`src/rtl/scanirq_pkg.sv`:
```
// Shared constants and types for the scanline interrupt counter.
// Assumes a 16-bit CPU write address; only the bits in DEC_MASK are decoded.
package scanirq_pkg;

    localparam int unsigned ADDR_W = 16;
    localparam int unsigned N_SEL  = 4;

    localparam logic [ADDR_W-1:0] DEC_MASK = 16'hE001;

    // Order of the select vector produced by the decoder
    typedef enum logic [1:0] {
        SEL_START  = 2'd0,
        SEL_RELOAD = 2'd1,
        SEL_OFF    = 2'd2,
        SEL_ON     = 2'd3
    } reg_sel_e;

    // Masked address matched by each select
    localparam logic [ADDR_W-1:0] SEL_MATCH [N_SEL] = '{
        16'hC000, 16'hC001, 16'hE000, 16'hE001
    };

    typedef struct packed {
        logic start_wr;
        logic reload_wr;
        logic irq_off;
        logic irq_on;
    } wr_strobe_t;

endpackage

```
`src/rtl/scanirq_decode.sv`:
```
// Write decoder: turns an accepted bus write into one strobe per location.
// Assumes wr_en is a single-cycle strobe. Writes are dropped while the
// owning personality is inactive.
module scanirq_decode
    import scanirq_pkg::*;
(
    input  logic              wr_en,
    input  logic              accept,
    input  logic [ADDR_W-1:0] wr_addr,
    output wr_strobe_t        strobe
);

    logic [N_SEL-1:0] hit;
    logic [ADDR_W-1:0] masked;

    // Keep only the decoded address bits
    assign masked = wr_addr & DEC_MASK;

    // One comparator per register location
    for (genvar i = 0; i < N_SEL; i++) begin : g_sel
        assign hit[i] = wr_en & accept & (masked == SEL_MATCH[i]);
    end

    // Map the select vector onto named strobes
    always_comb begin
        strobe.start_wr  = hit[SEL_START];
        strobe.reload_wr = hit[SEL_RELOAD];
        strobe.irq_off   = hit[SEL_OFF];
        strobe.irq_on    = hit[SEL_ON];
    end

endmodule

```
`src/rtl/scanirq_count.sv`:
```
// Down-counter with start-value register and reload flag.
// Assumes tick is already gated by personality. A write in the same cycle
// as a tick is forwarded so the tick step sees the new value.
module scanirq_count #(
    parameter int unsigned CNT_W = 8
) (
    input  logic             clk,
    input  logic             rst_n,
    input  logic             tick,
    input  logic             start_wr,
    input  logic             reload_wr,
    input  logic [CNT_W-1:0] wr_data,
    output logic             zero_evt
);

    localparam logic [CNT_W-1:0] ONE = CNT_W'(1);

    logic [CNT_W-1:0] start_q, start_eff, cnt_q, cnt_d;
    logic             reload_q, reload_eff, reload_d, do_load;

    // Forward this cycle's writes ahead of the tick step
    always_comb begin
        start_eff  = start_wr ? wr_data : start_q;
        reload_eff = reload_q | reload_wr;
        do_load    = (cnt_q == '0) | reload_eff;
    end

    // Tick step: reload or decrement
    always_comb begin
        cnt_d    = cnt_q;
        reload_d = reload_eff;
        if (tick) begin
            if (do_load) begin
                cnt_d    = start_eff;
                reload_d = 1'b0;
            end else begin
                cnt_d = cnt_q - ONE;
            end
        end
    end

    // Zero reached as a result of this tick
    assign zero_evt = tick & (cnt_d == '0);

    // State registers
    always_ff @(posedge clk) begin
        if (!rst_n) begin
            start_q  <= '0;
            cnt_q    <= '0;
            reload_q <= 1'b0;
        end else begin
            start_q  <= start_eff;
            cnt_q    <= cnt_d;
            reload_q <= reload_d;
        end
    end

    p_start_store_r3: assert property (@(posedge clk) disable iff (!rst_n)
        start_wr |=> start_q == $past(wr_data));

    p_reload_take_r4: assert property (@(posedge clk) disable iff (!rst_n)
        (tick && (cnt_q == '0 || reload_q || reload_wr)) |=>
            (cnt_q == $past(start_eff)) && !reload_q);

    p_decrement_r4: assert property (@(posedge clk) disable iff (!rst_n)
        (tick && cnt_q != '0 && !reload_q && !reload_wr) |=>
            cnt_q == $past(cnt_q) - ONE);

    p_hold_no_tick_r8: assert property (@(posedge clk) disable iff (!rst_n)
        !tick |=> $stable(cnt_q));

endmodule

```
`src/rtl/scanirq_flag.sv`:
```
// Enable flag and sticky interrupt request.
// Assumes off and on strobes are never both high. Enable updates before
// the zero event is qualified.
module scanirq_flag (
    input  logic clk,
    input  logic rst_n,
    input  logic zero_evt,
    input  logic irq_off,
    input  logic irq_on,
    output logic irq_q
);

    logic en_q, en_d, irq_d;

    // Enable after this cycle's writes
    always_comb begin
        en_d = en_q;
        if (irq_off)     en_d = 1'b0;
        else if (irq_on) en_d = 1'b1;
    end

    // Request: cleared by the off write, else set by an enabled zero
    always_comb begin
        if (irq_off) irq_d = 1'b0;
        else         irq_d = irq_q | (zero_evt & en_d);
    end

    // Flag registers
    always_ff @(posedge clk) begin
        if (!rst_n) begin
            en_q  <= 1'b0;
            irq_q <= 1'b0;
        end else begin
            en_q  <= en_d;
            irq_q <= irq_d;
        end
    end

    p_off_clears_r6: assert property (@(posedge clk) disable iff (!rst_n)
        irq_off |=> !irq_q && !en_q);

    p_sticky_r7: assert property (@(posedge clk) disable iff (!rst_n)
        (irq_q && !irq_off) |=> irq_q);

    p_rise_enabled_r5: assert property (@(posedge clk) disable iff (!rst_n)
        $rose(irq_q) |-> en_q);

endmodule

```
`src/rtl/scanline_irq_counter.sv`:
```
// Top of the scanline interrupt counter. Decodes register writes, runs
// the down-counter and holds the sticky request. Assumes line_tick comes
// from an external line-edge detector and pers_active is high only while
// the owning personality is selected.
module scanline_irq_counter #(
    parameter int unsigned DATA_W = 8
) (
    input  logic              clk,
    input  logic              rst_n,
    input  logic              pers_active,
    input  logic              wr_en,
    input  logic [15:0]       wr_addr,
    input  logic [DATA_W-1:0] wr_data,
    input  logic              line_tick,
    output logic              irq_out
);

    import scanirq_pkg::*;

    localparam int unsigned CNT_W = DATA_W;

    wr_strobe_t strobe;
    logic       tick_g, zero_evt;

    // Ticks only count while this personality owns the controller
    assign tick_g = line_tick & pers_active;

    scanirq_decode u_dec (
        .wr_en   (wr_en),
        .accept  (pers_active),
        .wr_addr (wr_addr),
        .strobe  (strobe)
    );

    scanirq_count #(.CNT_W(CNT_W)) u_cnt (
        .clk       (clk),
        .rst_n     (rst_n),
        .tick      (tick_g),
        .start_wr  (strobe.start_wr),
        .reload_wr (strobe.reload_wr),
        .wr_data   (wr_data),
        .zero_evt  (zero_evt)
    );

    scanirq_flag u_flag (
        .clk      (clk),
        .rst_n    (rst_n),
        .zero_evt (zero_evt),
        .irq_off  (strobe.irq_off),
        .irq_on   (strobe.irq_on),
        .irq_q    (irq_out)
    );

    p_quiet_inactive_r8: assert property (@(posedge clk) disable iff (!rst_n)
        (!pers_active && !irq_out) |=> !irq_out);

    p_rise_after_tick_r5: assert property (@(posedge clk) disable iff (!rst_n)
        $rose(irq_out) |-> $past(line_tick && pers_active));

endmodule

```
`config.mk`:
```
export PLATFORM = sky130hd
export DESIGN_NAME = scanline_irq_counter
export DESIGN_NICKNAME = d
export VERILOG_FILES = /design/src/rtl/scanirq_pkg.sv /design/src/rtl/scanirq_decode.sv /design/src/rtl/scanirq_count.sv /design/src/rtl/scanirq_flag.sv /design/src/rtl/scanline_irq_counter.sv
export SDC_FILE = /design/constraint.sdc
export NUM_CORES = 1
export LEC_CHECK = 0
export BUFFER_PORTS_ARGS = -buffer_cell sky130_fd_sc_hd__buf_2
export CAP_MARGIN = 20
export CORE_UTILIZATION = 42
export CTS_BUF_LIST = sky130_fd_sc_hd__clkbuf_4 sky130_fd_sc_hd__clkbuf_8
export DETAILED_ROUTE_END_ITERATION = 12
export PLACE_DENSITY = 0.75
export SETUP_SLACK_MARGIN = 0.3
export SYNTH_ARGS = -nofsm -noshare
export SYNTH_HDL_FRONTEND = slang
export SYNTH_SLANG_ARGS = --single-unit
```
`constraint.sdc`:
```
create_clock -name clk -period 2.2 [get_ports clk]
set_input_delay 0.44 -clock clk [delete_from_list [all_inputs] [get_ports clk]]
set_output_delay 0.44 -clock clk [all_outputs]
set_load 0.01 [all_outputs]
```
; ---- Yosys cells after proc, flatten, opt, wreduce, memory -nomap -nowiden
; Cells that the tools add are included.
[totals]
inputBits = 29
out_inout_bits = 1
register_bits = 19
elab_cells = 32
[op_classes]
n_eq_ne = 4
add_sub_neg = 1
bitwise = 12
muxes = 7
n_reduce_logical = 3
[op_table]
columns = op, n
row1 = 8-bit two-way mux, 3
row2 = "4-bit equality test, second input constant", 4
row3 = 8-bit logical NOT, 2
row4 = 1-bit bitwise AND, 8
row5 = "8-bit by 1-bit subtractor with 8-bit output, second input constant", 1
row6 = 1-bit two-way mux, 4
row7 = 1-bit OR, 3
row8 = 2-bit OR reduction, 1
row9 = 1-bit NOT, 1

; ---- Depth between registers and ports, before layout
[depth]
ltp_word = 10
mapped_depth = 9
depth_no_buf = 9

; ---- By module
; Synthesis repeated with hierarchy kept, for this count alone.
[unflattened]
cells_unflattened = 126
hier_area_um2 = 1077.3
[modules_own_cells]
columns = mod, seq_area_each_um2, instances, area_each_um2, cells_per_inst
row1 = scanirq_count, 340.3, 1, 945.9, 111
row2 = scanirq_flag, 40.0, 1, 75.1, 8
row3 = scanirq_decode, 0.0, 1, 50.0, 6
row4 = scanline_irq_counter, 0.0, 1, 6.3, 1

; ---- Least setup slack after synthesis
; Ideal clock, no wire load.
[synth_timing]
path_type = reg2reg
from = reg u_cnt.cnt_q[4]
to = reg u_flag.irq_q
synth_period_minus_slack_ps = 2116
setup_ps = 121
t_required_ps = 2079
path_stages_with_launch = 8
t_arrival_ps = 1995
slack_ps = 84
n_path_buf = 0
path_cell_list = dfxtp_1 > or3_4 > or4_4 > a221oi_1 > a211oi_2 > and4_1 > a41oi_2 > nor2_1
[synth_between]
elab_chain_cells = 8
elab_cells_between_ends = 9
cone_classes = add/sub: 1 / mux: 2 / bitwise: 4 / reduce/logical: 2
[synth_rtl]
columns = element, line_no
row1 = from (decl), scanirq_count.sv:18  ; logic [CNT_W-1:0] start_q, start_eff, cnt_q, cnt_d;
row2 = from (signal assigned), scanirq_count.sv:53  ; cnt_q <= cnt_d;
row3 = "parallel branches: the longest is 3 deep, another holds 8-bit by 1-bit subtractor with 8-bit output", n/a
row4 = 8-bit two-way mux *, scanirq_count.sv:32  ; if (tick) begin
row5 = 8-bit logical NOT *, scanirq_count.sv:43  ; assign zero_evt = tick & (cnt_d == '0);
row6 = 1-bit bitwise AND *, scanirq_count.sv:43
row7 = 1-bit bitwise AND *, scanirq_flag.sv:25  ; else irq_d = irq_q | (zero_evt & en_d);
row8 = 1-bit OR *, scanirq_flag.sv:25
row9 = to (signal assigned), scanirq_flag.sv:35  ; irq_q <= irq_d;
row10 = to (decl), scanirq_flag.sv:10  ; output logic irq_q
; Every way passes the cells marked *.
; A chain may end at the register's enable or synchronous reset.

; ---- Worst setup path after layout
[layout_timing]
from = reg u_cnt.cnt_q[3]
to = reg u_flag.irq_q
; Same word-level chain as after synthesis.

==> key figures <==
Floorplan
  • Number of top-level pins: 30
  • Die outline area: 2720 µm²
  • Die outline height: 52.1 µm
  • Num rows: 17
  • Starting utilization of the core area: 0.460
  • Standard cell core area: 2300 µm²
  • Horizontal extent of the die: 52.1 µm

Worst setup path
  • Count of buffering cells on the critical path with inverters included: 0
  • Slowest cell on the critical path: sky130_fd_sc_hd__or4_4
  • Maximum single-stage delay on the critical path: 0.49 ns
  • Data required time at the worst endpoint: 2.42 ns
  • Kind of critical path: flip-flop to flip-flop
  • Worst Path Max Fanout: 5
  • CP cell instances: or3_4 > or4_4 > a221oi_4 > a211oi_2 > and4_1 > a41oi_2 > nor2_1
  • Setup crit end kind: flip-flop
  • Startpoint type of the worst setup path: flip-flop
  • Largest delay contributor family on the critical path: simple AND/OR/NAND/NOR gates
  • Arrival time worst endpoint: 2.42 ns

Logic synthesis
  • Largest cells by area after synthesis: sky130_fd_sc_hd__dfxtp_1 36%, sky130_fd_sc_hd__nor2_1 5.0%, sky130_fd_sc_hd__mux2i_1 4.7%
  • Number of enable flip-flop cells after synthesis: 0
  • Asr flop ratio synth: 0
  • Post-synthesis cell area: 1060 µm²
  • Syn nets: 155
  • Register bit count reported by yosys: 19
  • Cell type with the highest aggregate area in the netlist: sky130_fd_sc_hd__dfxtp_1
  • Portion of synthesized cell area occupied by the leading cell type: 0.360
  • Number of distinct library cells after synthesis: 43
  • Number of warnings issued by yosys: 0
  • Most common flop cell mapped by yosys: sky130_fd_sc_hd__dfxtp_1
  • Mean instance size in the synthesized netlist: 8.52 µm²
  • Sequential element share of the synthesized area: 0.360
  • Instance count of the mapped netlist: 124

Placement
  • Worst setup timing slack at the placement stage: -0.154 ns
  • Detail Placement HPWL: 2080 µm
  • Post-DP Area: 1300 µm²
  • Routability congestion estimate: 0.860
  • Number of buffers inserted by port buffering: 17

Pwr
  • Power Density: 955 nW/µm²
  • Worst voltage drop across the vdd grid: 0.000900 V
  • Post-layout total power: 1310 µW
  • Leakage: 0.000566 µW

STA
  • Timing-limited maximum frequency: 454 MHz
  • Clk_skew: 0.00778 ns
  • Final Hold Vio Count: 0
  • RSZ-0062 raised after global routing: true
  • Part of the cycle the worst path needs: 1.00
  • Number of slew-limit violations in the final report: 0
  • Worst Setup Slack, final: -0.00493 ns
  • Worst slew margin relative to its limit: 0.673
  • Min cycle time layout: 2.20 ns
  • Post-Route Setup TNS: -0.00493 ns
  • Final-report setup violation count: 1
  • Slew at the pin closest to its max-slew limit: 0.488 ns

Detailed routing
  • Initial drt markers: 33
  • Pre-Repair DR Iteration Count: 5
  • Antenna-violating nets left: 0
  • Total number of vias: 1116
  • Final WL: 2790 µm
  • Vias per inst: 5.97
  • WL/cell: 14.9 µm
  • DRC violation count after routing: 0

Hold path
  • Worst hold path type: input pin to flip-flop

GRT
  • Initial antenna violation count: 0
  • Wire length of the first global-routing pass: 4370 µm
  • Number of global-route vias before repair: 1009
  • Pin count of the biggest net entering global routing: 18
  • Total global-route track usage: 0.217
  • Overflow left after global routing: 0

Job
  • Count of max-cap constraint violations: 0

Clock tree
  • Clock slew at the register clock pins of the worst setup and hold paths: 0.12 ns
  • Worst-case clock buffer depth: 2
  • CTS Sinks: 19
  • CTS Hold Bufs: 0
  • CTS tree: built
  • Total CTS buffers: 3
  • Library cell used as clock root buffer: sky130_fd_sc_hd__clkbuf_4
  • CTS H-tree depth: 1
  • Latest clock arrival within the worst-skew pair: 0.32 ns

Layout
  • Inserted Diodes: 0
  • Utilization after layout: 0.597
  • Net count, final: 191
  • Cell area after layout: 1370 µm²
  • Synthesis-to-layout area growth: 30.0%
  • Layout cell share with drive strength beyond 1: 0.352

Run status
  • Result of the run: complete, but fails checks
  • Violated checks: negative setup slack
## worst register-to-register path: stages (launching register included)
cell	delay, ns
sky130_fd_sc_hd__dfxtp_2	0.36
sky130_fd_sc_hd__or3_4	0.43
sky130_fd_sc_hd__or4_4	0.49
sky130_fd_sc_hd__a221oi_4	0.31
sky130_fd_sc_hd__a211oi_2	0.08
sky130_fd_sc_hd__and4_1	0.24
sky130_fd_sc_hd__a41oi_2	0.16
sky130_fd_sc_hd__nor2_1	0.05
## worst paths after layout
| kind | cells past startpoint | startpoint | slack, ns | endpoint |
|---|---|---|---|---|
| worst max register to register | 7 | u_cnt.cnt_q[3]$_SDFF_PN0_ | -0.005 | u_flag.irq_q$_SDFF_PP0_ |
| worst min register to register | 2 | u_flag.irq_q$_SDFF_PP0_ | 0.49 | u_flag.irq_q$_SDFF_PP0_ |
| worst min-delay path | 3 | wr_data[1] | 0.38 | u_cnt.start_q[1]$_SDFF_PN0_ |
| worst max-delay path | 7 | u_cnt.cnt_q[3]$_SDFF_PN0_ | -0.005 | u_flag.irq_q$_SDFF_PP0_ |
## flip-flops by register name, indices dropped and copies added (netlist names)
register        count
u_flag.en_q         1
u_flag.irq_q        1
u_cnt.cnt_q         8
u_cnt.reload_q      1
u_cnt.start_q       8
## kinds of logic after synthesis
logic type,count (synthesis),synth area share
adders and majority gates,2,0.0237
and+or+nand+nor,54,0.286
buffers and inverters,8,0.0320
muxes,5,0.0474
AOI/OAI and AO/OA,35,0.243
xor gates and xnor gates,1,0.00830
DFF,19,0.360
## per-stage QoR
stage / std cells / hold WS [ns]
after floorplan: 124 / 0.437
after global placement: 181 / 0.455
after detailed placement: 181 / 0.466
after CTS: 187 / 0.389
after global routing: 187 / 0.416
final: 187 / 0.381
## routing by layer
| metal | vias to the layer above | track usage | routed length (µm) |
|---|---|---|---|
| li1 | 538 | - | - |
| met1 | 528 | 0.275 | 1240 |
| met2 | 44 | 0.361 | 1310 |
| met3 | 6 | 0.0556 | 190 |
| met4 | 0 | 0.0614 | 48 |
| met5 | - | 0 | 0 |
## layout make-up
| type | instances | area, µm² |
|---|---|---|
| Multi-Input combinational cell | 97 | 687 |
| Clock inverter | 1 | 7.51 |
| Clock buffer | 3 | 22.5 |
| Tap cell | 28 | 35.0 |
| Inverter | 4 | 15.0 |
| Sequential cell | 19 | 385 |
| Fill cell | 216 | 925 |
| Timing Repair Buffer | 35 | 220 |
## layout by cell type, fill, tap and decap left out, drive strengths merged
cell,Yosys,layout
and3,1,1
or3,1,1
inv,3,3
clkbuf,1,3
nand3,6,6
dfxtp,19,19
nand2b,3,3
nor3,6,6
o311ai,2,2
and4,2,2
nor4,3,3
nor2,15,15
nor2b,1,1
or2,1,1
nor4b,1,1
a211oi,4,4
o21ai,9,9
a21o,1,1
ha,2,2
a31oi,2,2
nand2,9,9
or3b,1,1
or4,2,2
clkinv,1,1
a221oi,3,3
o2111ai,2,2
clkinvlp,0,1
a41oi,1,1
and2,1,1
nand4,1,1
mux2i,5,5
a21oi,8,8
a31o,1,1
a311oi,1,1
buf,3,35
xor2,1,1
o22a,1,1
## power breakdown
group / leakage, µW / switching (µW) / internal [µW]
Clock: 0.0000139 / 124 / 69.6
Combinational: 0.000397 / 347 / 348
Sequential: 0.000155 / 42.2 / 380
Total: 0.000566 / 513 / 798
## synthesized netlist by cell type, types with 2 or more instances
cell type / instances
sky130_fd_sc_hd__o21ai_0: 8
sky130_fd_sc_hd__a211oi_1: 3
sky130_fd_sc_hd__o311ai_0: 2
sky130_fd_sc_hd__buf_2: 3
sky130_fd_sc_hd__nor3_1: 6
sky130_fd_sc_hd__nand3_1: 6
sky130_fd_sc_hd__dfxtp_1: 19
sky130_fd_sc_hd__nand2_1: 9
sky130_fd_sc_hd__a221oi_1: 2
sky130_fd_sc_hd__o2111ai_1: 2
sky130_fd_sc_hd__a21oi_1: 8
sky130_fd_sc_hd__mux2i_1: 5
sky130_fd_sc_hd__and4_1: 2
sky130_fd_sc_hd__nor2_1: 14
sky130_fd_sc_hd__inv_1: 3
sky130_fd_sc_hd__nand2b_1: 3
sky130_fd_sc_hd__ha_1: 2
sky130_fd_sc_hd__nor4_1: 2
## repair_timing
action,in CTS,in global routing
setup buffers,2,0
endpoints found under the setup margin,4,8
resized for setup,4,3
gates cloned,0,0
pin swaps,1,0
No activity file was read; power rests on OpenSTA's default activity.
